### src/rtl/ldst_pkg.sv
package ldst_pkg;

    localparam int XLEN   = 64;
    localparam int REG_AW = 5;

    typedef enum logic [2:0] {
        SZ_BYTE    = 3'd0,
        SZ_HALF    = 3'd1,
        SZ_HALF_SX = 3'd2,
        SZ_WORD    = 3'd3,
        SZ_WORD_SX = 3'd4,
        SZ_DWORD   = 3'd5,
        SZ_RSVD    = 3'd6,
        SZ_QUAD    = 3'd7
    } acc_size_e;

    typedef struct packed {
        logic [XLEN-1:0]   addr;
        acc_size_e         size;
        logic              write;
        logic              bad;
        logic              wb;
        logic [REG_AW-1:0] wb_idx;
        logic [REG_AW-1:0] lo_idx;
        logic [REG_AW-1:0] hi_idx;
    } ldst_result_t;

    function automatic logic size_is_reserved(input logic [2:0] code);
        return (code == 3'd6) || (code == 3'd7);
    endfunction

endpackage

### src/rtl/ldst_ea_calc.sv
module ldst_ea_calc #(
    parameter int XLEN   = 64,
    parameter int IMM_W  = 16,
    parameter int REG_AW = 5
) (
    input  logic [REG_AW-1:0] ra_idx,
    input  logic [XLEN-1:0]   base_val,
    input  logic [XLEN-1:0]   rb_val,
    input  logic [IMM_W-1:0]  imm_val,
    input  logic              disp_sel,
    output logic [XLEN-1:0]   ea
);
    localparam int EXT_W = XLEN - IMM_W;

    logic [XLEN-1:0] disp;
    logic [XLEN-1:0] base_term;

    always_comb begin
        disp      = disp_sel ? rb_val : {{EXT_W{imm_val[IMM_W-1]}}, imm_val};
        base_term = (ra_idx == '0) ? '0 : base_val;
        ea        = base_term + disp;
    end
endmodule

### src/rtl/ldst_form_check.sv
module ldst_form_check
    import ldst_pkg::*;
#(
    parameter int REG_AW = 5
) (
    input  logic [REG_AW-1:0] rt_idx,
    input  logic [REG_AW-1:0] ra_idx,
    input  logic              is_update,
    input  logic              is_store,
    input  logic              is_quad,
    input  logic [2:0]        size_code,
    output logic              bad,
    output logic              wb,
    output acc_size_e         eff_size
);
    logic base_zero;
    logic self_hit;
    logic upd_bad;
    logic quad_bad;
    logic size_bad;

    always_comb begin
        base_zero = (ra_idx == '0);
        self_hit  = (ra_idx == rt_idx);
        upd_bad   = !is_quad && is_update && (base_zero || (!is_store && self_hit));
        quad_bad  = is_quad && !is_store && self_hit;
        size_bad  = !is_quad && size_is_reserved(size_code);
        bad       = upd_bad || quad_bad || size_bad;
        wb        = is_update && !is_quad && !bad;
        eff_size  = is_quad ? SZ_QUAD : acc_size_e'(size_code);
    end
endmodule

### src/rtl/ldst_pair_steer.sv
module ldst_pair_steer #(
    parameter int REG_AW = 5
) (
    input  logic [REG_AW-1:0] rt_idx,
    input  logic              le_mode,
    input  logic              prefixed,
    output logic [REG_AW-1:0] lo_idx,
    output logic [REG_AW-1:0] hi_idx
);
    logic [REG_AW-1:0] rt_next;
    logic              swap;

    always_comb begin
        rt_next = rt_idx + REG_AW'(1);
        swap    = le_mode && prefixed;
        lo_idx  = swap ? rt_idx  : rt_next;
        hi_idx  = swap ? rt_next : rt_idx;
    end
endmodule

### src/rtl/ldst_agu.sv
module ldst_agu
    import ldst_pkg::*;
#(
    parameter int IMM_W = 16
) (
    input  logic              clk,
    input  logic              rst,
    input  logic              in_valid,
    output logic              in_ready,
    input  logic [4:0]        rt_idx,
    input  logic [4:0]        ra_idx,
    input  logic [63:0]       base_val,
    input  logic [63:0]       rb_val,
    input  logic [IMM_W-1:0]  imm_val,
    input  logic              disp_sel,
    input  logic              is_update,
    input  logic              is_store,
    input  logic [2:0]        size_code,
    input  logic              is_quad,
    input  logic              le_mode,
    input  logic              prefixed,
    output logic              out_valid,
    output logic              mem_req,
    output logic              mem_write,
    output logic [2:0]        mem_size,
    output logic [63:0]       mem_addr,
    output logic              wb_en,
    output logic [4:0]        wb_idx,
    output logic              invalid,
    output logic [4:0]        quad_lo_idx,
    output logic [4:0]        quad_hi_idx
);
    logic [XLEN-1:0]   ea;
    logic              chk_bad;
    logic              chk_wb;
    acc_size_e         chk_size;
    logic [REG_AW-1:0] pr_lo;
    logic [REG_AW-1:0] pr_hi;
    ldst_result_t      nxt;
    ldst_result_t      res_q;
    logic              vld_q;
    logic              accept;

    ldst_ea_calc #(.XLEN(XLEN), .IMM_W(IMM_W), .REG_AW(REG_AW)) u_ea (
        .ra_idx   (ra_idx),
        .base_val (base_val),
        .rb_val   (rb_val),
        .imm_val  (imm_val),
        .disp_sel (disp_sel),
        .ea       (ea)
    );

    ldst_form_check #(.REG_AW(REG_AW)) u_chk (
        .rt_idx    (rt_idx),
        .ra_idx    (ra_idx),
        .is_update (is_update),
        .is_store  (is_store),
        .is_quad   (is_quad),
        .size_code (size_code),
        .bad       (chk_bad),
        .wb        (chk_wb),
        .eff_size  (chk_size)
    );

    ldst_pair_steer #(.REG_AW(REG_AW)) u_pair (
        .rt_idx   (rt_idx),
        .le_mode  (le_mode),
        .prefixed (prefixed),
        .lo_idx   (pr_lo),
        .hi_idx   (pr_hi)
    );

    assign in_ready = !rst;
    assign accept   = in_valid && in_ready;

    always_comb begin
        nxt.addr   = ea;
        nxt.size   = chk_size;
        nxt.write  = is_store;
        nxt.bad    = chk_bad;
        nxt.wb     = chk_wb;
        nxt.wb_idx = ra_idx;
        nxt.lo_idx = pr_lo;
        nxt.hi_idx = pr_hi;
    end

    always_ff @(posedge clk) begin
        if (rst) begin
            vld_q <= 1'b0;
            res_q <= '0;
        end else begin
            vld_q <= accept;
            if (accept) begin
                res_q <= nxt;
            end
        end
    end

    assign out_valid   = vld_q;
    assign mem_req     = vld_q && !res_q.bad;
    assign wb_en       = vld_q && res_q.wb;
    assign invalid     = vld_q && res_q.bad;
    assign mem_write   = res_q.write;
    assign mem_size    = res_q.size;
    assign mem_addr    = res_q.addr;
    assign wb_idx      = res_q.wb_idx;
    assign quad_lo_idx = res_q.lo_idx;
    assign quad_hi_idx = res_q.hi_idx;
endmodule

### config.mk
export PLATFORM = sky130hd
export DESIGN_NAME = ldst_agu
export DESIGN_NICKNAME = d
export VERILOG_FILES = /design/src/rtl/ldst_pkg.sv /design/src/rtl/ldst_ea_calc.sv /design/src/rtl/ldst_form_check.sv /design/src/rtl/ldst_pair_steer.sv /design/src/rtl/ldst_agu.sv
export SDC_FILE = /design/constraint.sdc
export NUM_CORES = 1
export LEC_CHECK = 0
export ABC_AREA = 1
export CORE_MARGIN = 10
export CORE_UTILIZATION = 48
export CTS_BUF_LIST = sky130_fd_sc_hd__clkbuf_2 sky130_fd_sc_hd__clkbuf_4 sky130_fd_sc_hd__clkbuf_8
export DETAILED_ROUTE_END_ITERATION = 6
export GPL_TIMING_DRIVEN = 1
export PLACE_DENSITY = 0.83
export RECOVER_POWER = 100
export SLEW_MARGIN = 10
export SYNTH_ARGS = -nofsm -noshare
export SYNTH_HDL_FRONTEND = slang
export SYNTH_HIERARCHICAL = 1
export SYNTH_SLANG_ARGS = --single-unit
### constraint.sdc
create_clock -name clk -period 2.5 [get_ports clk]
set_input_delay 0.25 -clock clk [delete_from_list [all_inputs] [get_ports clk]]
set_output_delay 0.25 -clock clk [all_outputs]
set_load 0.1 [all_outputs]
==> flow_metrics.env, run 1 <==
export IMPL_crit_path_start_kind="primary input"
export IMPL_p_clk_share_pct=14.0
export IMPL_slowest_stage="ha_4"
export IMPL_wl_um=47900
export IMPL_cpMostUsedCell="nand2_4"
export IMPL_end_kind="flip-flop"
export IMPL_hold_violations=0
export IMPL_gp_congestion=0.976
export IMPL_ios=254
export IMPL_vdd_drop_max_mv=0.317
export IMPL_worst_hold_slack_ns=0.195
export IMPL_drv_cap=0
export IMPL_start_util_pct=48.7
export IMPL_synth_edf_count=0
export IMPL_antenna_cells=0
export IMPL_p_sw_mw=4.12
export IMPL_grt_pass1_wl_um=67400
export IMPL_dpl_worst_slack_ns=-0.762
export IMPL_area_growth_pct=53.3
export IMPL_synth_top_area_share_pct=28.6
export IMPL_ys_types=34
export IMPL_fin_area_mm2=0.0169
export IMPL_slew_violations=0
export IMPL_portBuffers=253
export IMPL_place_inst=2691
export IMPL_synthTopCellsByArea="nand2_1, dfxtp_1, inv_1"
export IMPL_die_h_um=172
export IMPL_die_area_mm2=0.0294
export IMPL_worst_pin_slew_ns=1.30
export IMPL_hold_class="primary input to flip-flop"
export IMPL_critical_path_class="primary input to flip-flop"
export IMPL_core_area_mm2=0.0226
export IMPL_finalSetupTns_ns=0
export IMPL_leakage_nw=9.30
export IMPL_async_flop_share_pct=0
export IMPL_wl_per_cell_um=17.4
export IMPL_utilization_pct=74.6
export IMPL_p_int_mw=3.71
export IMPL_synth_ff_type="dfxtp_1"
export IMPL_setup_violations=0
export IMPL_path_buf_inv=5
export IMPL_most_common_layout_cells="nand2_1, inv_1, nor2_1"
export IMPL_pwr_share_comb_pct=65.7
export IMPL_swShare_pct=52.6
export IMPL_drt_iter0_markers=1207
export IMPL_crit_required_ns=2.85
export IMPL_nets=2693
export IMPL_cts_tree="built"
export IMPL_syn_area_mm2=0.0110
export IMPL_fin_crit_ns=2.47
export IMPL_clkLatencyLatePin_ns=0.39
export IMPL_cts_reportedPaths_clkPinSlew_ns=0.13
export IMPL_finalPower_mw=7.83
export IMPL_cts_root_buf="clkbuf_8"
export IMPL_cts_hold_fix_buffers=0
export IMPL_grt_max_degree=86
export IMPL_synth_top_cell_by_area="nand2_1"
export IMPL_relSlewSlack_pct=13.5
export IMPL_grt_use_total_pct=29.2
export IMPL_fin_skew_ns=0
export IMPL_drc_errors=0
export IMPL_critPathMaxStageDelay_ns=0.34
export IMPL_cts_buffers=9
export IMPL_vias=14000
export IMPL_arrival_ns=2.82
export IMPL_nFillCells=1874
export IMPL_place_area_mm2=0.0142
export IMPL_max_clock_path_buffers=2
export IMPL_htreeDepth=3
export IMPL_die_w_um=172
export IMPL_drive_above_1_share_pct=28.3
export IMPL_grt_pass1_vias=12900
export IMPL_cp_max_fo=7
export IMPL_power_density_mw_per_mm2=463
export IMPL_dp_hpwl_um=34600
export IMPL_achievable_frequency_mhz=405
export IMPL_crit_family="simple AND/OR/NAND/NOR gates"
export IMPL_status="complete, no violations"
export IMPL_final_common_cell="nand2_1"
export IMPL_seq_area_frac_synth_pct=15.6
export IMPL_grt_overflow_total=0
export IMPL_clock_sinks=86
export IMPL_routed_via_density=5.08
export IMPL_critical_path_cell_chain="buf_6 > nor3_4 > nand2_4 > buf_12 > buf_16 > nand2_1 > inv_1 > ha_4 > nand2_4 > buf_6 > nor2_4 > nand2_4 > nor2_4 > nand2_2 > nand3_4 > nand2_4 > nand3_1 > nand2_1 > nand2_1 > nor2_2 > nor2_1"
export IMPL_seq_power_share_pct=20.2
export IMPL_ant_nets=0
export IMPL_fin_crit_sh_pct=98.8
export IMPL_syn_area_per_cell_um2=5.20
export IMPL_yosysWarningCount=6
export IMPL_syn_inst=2119
export IMPL_grt_antenna_before_repair=0
export IMPL_first_pass_iters=6
export IMPL_setup_ws_ns=0.0289
export IMPL_synthesis_nets=2350
export IMPL_rows=55
export IMPL_synth_seq_cells=86
export IMPL_final_cells=2752
==> power groups by stage <==
stage | Combinational [mW] | Sequential [mW] | Clock (mW)
6_report | 5.14 | 1.58 | 1.10
3_5_place_dp | 4.22 | 1.61 | 0
3_3_place_gp | 4.19 | 1.61 | 0
5_1_grt | 5.47 | 1.60 | 1.17
4_1_cts | 4.56 | 1.58 | 1.11
2_1_floorplan | 2.91 | 1.60 | 0
==> timing repair <==
item | 4_1_cts | 5_1_grt
cloned | 7 | 4
setup buffers | 8 | 26
endpoints found under the setup margin | 51 | 52
pin swaps | 49 | 147
resized for setup | 215 | 354
==> tightest hold or removal path, delay by kind of cell <==
kind | cells | cell delay, ns
AND/OR/NAND/NOR | 2 | 0.13
buffers and inverters | 2 | 0.19
==> layer usage <==
layer,vias up,GRT usage [%],wire length (um)
li1,6883,-,-
met1,6383,34.1,19200
met2,577,51.1,22800
met3,148,4.97,3380
met4,0,12.9,2560
met5,-,0,0
==> flip-flops by register name, indices dropped and copies added, names as in the netlist <==
name	cells
mem_write	1
quad_lo_idx	5
quad_hi_idx	5
mem_addr	64
res_q	2
wb_idx	5
mem_size	3
out_valid	1
==> synth_stat cells, types with 18 or more instances <==
| master | count |
|---|---|
| o21ai_0 | 73 |
| ha_1 | 64 |
| nand3_1 | 54 |
| a21oi_1 | 41 |
| nand2_1 | 840 |
| nand2_2 | 22 |
| nor2_1 | 277 |
| xor2_1 | 32 |
| buf_4 | 83 |
| clkbuf_1 | 24 |
| dfxtp_1 | 86 |
| o21ai_1 | 18 |
| inv_1 | 393 |
| nor2_2 | 23 |
==> cell type report <==
cell class	instances	area (um^2)	share of cell area, %
timing repair buffer	461	3940	23.3
tap	285	357	2.11
sequential	86	1720	10.2
multi-input combinational	1500	9160	54.2
clock inverter	7	71.3	0.422
inverter	404	1520	9.02
clock buffer	9	124	0.733
==> cell families (layout without fill, tap and decap cells) <==
group	count (synthesis)	count (layout)	synth area share (%)
simple gates	1265	1265	46.3
buf+inv	533	881	21.6
xor+xnor	34	34	2.70
fa+ha+maj	65	65	7.45
compound gates	136	136	6.28
flops	86	86	15.6
==> path summary, 6_finish.rpt <==
kind	startpoint	to	slack, ns	cells past startpoint
min reg2reg	mem_addr[13]	mem_addr[13]	0.51	2
min	ra_idx[4]	wb_idx[4]	0.19	4
max reg2reg	mem_addr[48]	mem_addr[48]	1.70	2
max	ra_idx[4]	mem_addr[54]	0.03	21
No activity file was read; power rests on OpenSTA's default activity.
==> run 2: changes to the inputs <==
==> constraint.sdc (replaced) <==
create_clock -name clk -period 2.5 [get_ports clk]
set_input_delay 0.625 -clock clk [delete_from_list [all_inputs] [get_ports clk]]
set_output_delay 0.625 -clock clk [all_outputs]
set_load 0.1 [all_outputs]
==> run 2 against run 1 <==
  * Largest cell class unchanged
  * Design area increased by 3.9%
  * First-iteration DRC count increased by 13%
  * Clock-buffer cell count unchanged
  * Via count increased by 4.7%
  * Largest power group unchanged
  * Sequential cell count unchanged
  * Non-clock buffer count increased by 30
  * Register-to-register slack about the same
  * Cell count increased by 1.1%
  * Sequential power about the same
  * The run now ends with setup timing left
  * Highest routed layer unchanged
  * Critical path type unchanged
  * Fmax decreased by 16%
==> flow_metrics.env, run 2 (same netlist as run 1, synthesis figures left out) <==
export IMPL_cts_tree="built"
export IMPL_cp_max_fo=8
export IMPL_dp_hpwl_um=35300
export IMPL_use_met2_pct=55.7
export IMPL_power_density_mw_per_mm2=467
export IMPL_cts_buffers=9
export IMPL_portBuffers=253
export IMPL_cts_reportedPaths_clkPinSlew_ns=0.11
export IMPL_crit_path_start_kind="primary input"
export IMPL_clock_sinks=86
export IMPL_slowest_stage="ha_4"
export IMPL_arrival_ns=3.22
export IMPL_critical_path_cell_chain="buf_8 > nor3_4 > nand2_4 > buf_4 > buf_12 > nand2_4 > inv_2 > ha_4 > buf_6 > nand2_2 > nand2_2 > nand2_1 > nand2_2 > a21oi_2 > nand2_2 > nand2_2 > nand2_4 > buf_12 > xor2_1 > nor2_1 > nor2_1"
export IMPL_final_common_cell="nand2_1"
export IMPL_routed_via_density=5.27
export IMPL_path_buf_inv=6
export IMPL_hold_violations=0
export IMPL_nets=2723
export IMPL_grt_use_total_pct=32.2
export IMPL_clkLatencyLatePin_ns=0.40
export IMPL_wl_um=51500
export IMPL_use_met3_pct=6.28
export IMPL_relSlewSlack_pct=38.4
export IMPL_drc_errors=0
export IMPL_pwr_share_comb_pct=67.4
export IMPL_ios=254
export IMPL_violations="setup timing"
export IMPL_final_cells=2782
export IMPL_p_sw_mw=4.27
export IMPL_crit_family="simple AND/OR/NAND/NOR gates"
export IMPL_grt_setup_unrepaired="yes"
export IMPL_max_clock_path_buffers=2
export IMPL_fin_skew_ns=0
export IMPL_first_pass_iters=6
export IMPL_grt_pass1_wl_um=74600
export IMPL_cpMostUsedCell="nand2_2"
export IMPL_ant_nets=0
export IMPL_die_h_um=172
export IMPL_leakage_nw=9.74
export IMPL_drt_iter0_markers=1360
export IMPL_top_usage_layer="met2"
export IMPL_worst_hold_slack_ns=0.513
export IMPL_finalSetupTns_ns=-17.39
export IMPL_swShare_pct=52.1
export IMPL_fin_crit_ns=2.93
export IMPL_setup_violations=58
export IMPL_grt_pass1_vias=14100
export IMPL_largest_reg_flops=64
export IMPL_grt_max_degree=86
export IMPL_core_area_mm2=0.0226
export IMPL_finalPower_mw=8.19
export IMPL_die_w_um=172
export IMPL_htreeDepth=3
export IMPL_hold_class="flip-flop to flip-flop"
export IMPL_dpl_worst_slack_ns=-1.26
export IMPL_die_area_mm2=0.0294
export IMPL_cts_hold_fix_buffers=0
export IMPL_crit_required_ns=2.79
export IMPL_grt_antenna_before_repair=0
export IMPL_area_growth_pct=59.2
export IMPL_p_int_mw=3.93
export IMPL_place_inst=2713
export IMPL_grt_overflow_total=0
export IMPL_gp_congestion=1.00
export IMPL_drv_cap=0
export IMPL_fin_crit_sh_pct=117
export IMPL_setup_ws_ns=-0.427
export IMPL_rows=55
export IMPL_most_common_layout_cells="nand2_1, inv_1, buf_4"
export IMPL_grtUsageMet1_pct=37.8
export IMPL_vias=14600
export IMPL_antenna_cells=0
export IMPL_p_clk_share_pct=13.2
export IMPL_vdd_drop_max_mv=0.417
export IMPL_wl_per_cell_um=18.5
export IMPL_start_util_pct=48.7
export IMPL_critical_path_class="primary input to flip-flop"
export IMPL_critPathMaxStageDelay_ns=0.26
export IMPL_drive_above_1_share_pct=33.8
export IMPL_worst_pin_slew_ns=0.924
export IMPL_cts_root_buf="clkbuf_8"
export IMPL_slew_violations=0
export IMPL_status="finished, violations left"
export IMPL_end_kind="flip-flop"
export IMPL_seq_power_share_pct=19.4
export IMPL_achievable_frequency_mhz=342
run 2: changes by cell type in the layout (fill, tap and decap cells not counted), moves of 7 or more:
cell	change
nand2_2	-8
inv_2	+11
nand3_1	-9
nand2_4	+13
nand3_2	+7
inv_1	-13
buf_4	+104
buf_6	+18
clkbuf_1	-87
xor2_1	-9
run 2: path summary, 6_finish.rpt:
kind / startpoint / endpoint / slack, ns / cells past startpoint
min: mem_addr[12] / mem_addr[12] / 0.51 / 2
max: ra_idx[4] / mem_addr[31] / -0.43 / 21
max reg2reg: mem_addr[50] / mem_addr[50] / 1.71 / 2
min reg2reg: mem_addr[12] / mem_addr[12] / 0.51 / 2
run 2: power by group through the flow:
stage	logic [mW]	registers, mW	clock network, mW
after floorplan	2.97	1.60	0
after global placement	4.33	1.61	0
after detailed placement	4.37	1.62	0
after CTS	5.04	1.59	1.09
after global routing	5.83	1.61	1.15
final	5.52	1.59	1.08
run 2: tightest hold or removal path, stage by stage, from the launching register on:
cell	delay, ns
dfxtp_1	0.34
o21ai_1	0.07
nor2_1	0.07
run 2: final cells by class:
class	instances	area, um^2
multi-input cells	1500	9260
fillers	1694	5090
repair buffers	491	4490
flip-flops and latches	86	1720
inverters	404	1530
well taps	285	357
clock buffers	9	124
clock inverters	7	73.8
run 2: repair_timing:
item,CTS,global route
setup endpoints to repair,60,59
setup buffers,29,22
gates cloned,6,0
resized for setup,429,153
pin swaps,148,71
run 2: layer usage:
layer | up-vias | share of wire (%) | wire length [um]
li1 | 6932 | - | -
met1 | 6749 | 40 | 20400
met2 | 758 | 47 | 24300
met3 | 209 | 8.3 | 4300
met4 | 0 | 4.9 | 2540
met5 | - | 0 | 0
run 2: metrics by stage:
stage          util (%)  area [um^2]
3_3_place_gp       64.2        14500
5_1_grt            77.5        17600
4_1_cts            74.2        16800
3_5_place_dp       64.2        14500
6_report           77.5        17600
2_1_floorplan         -        11300
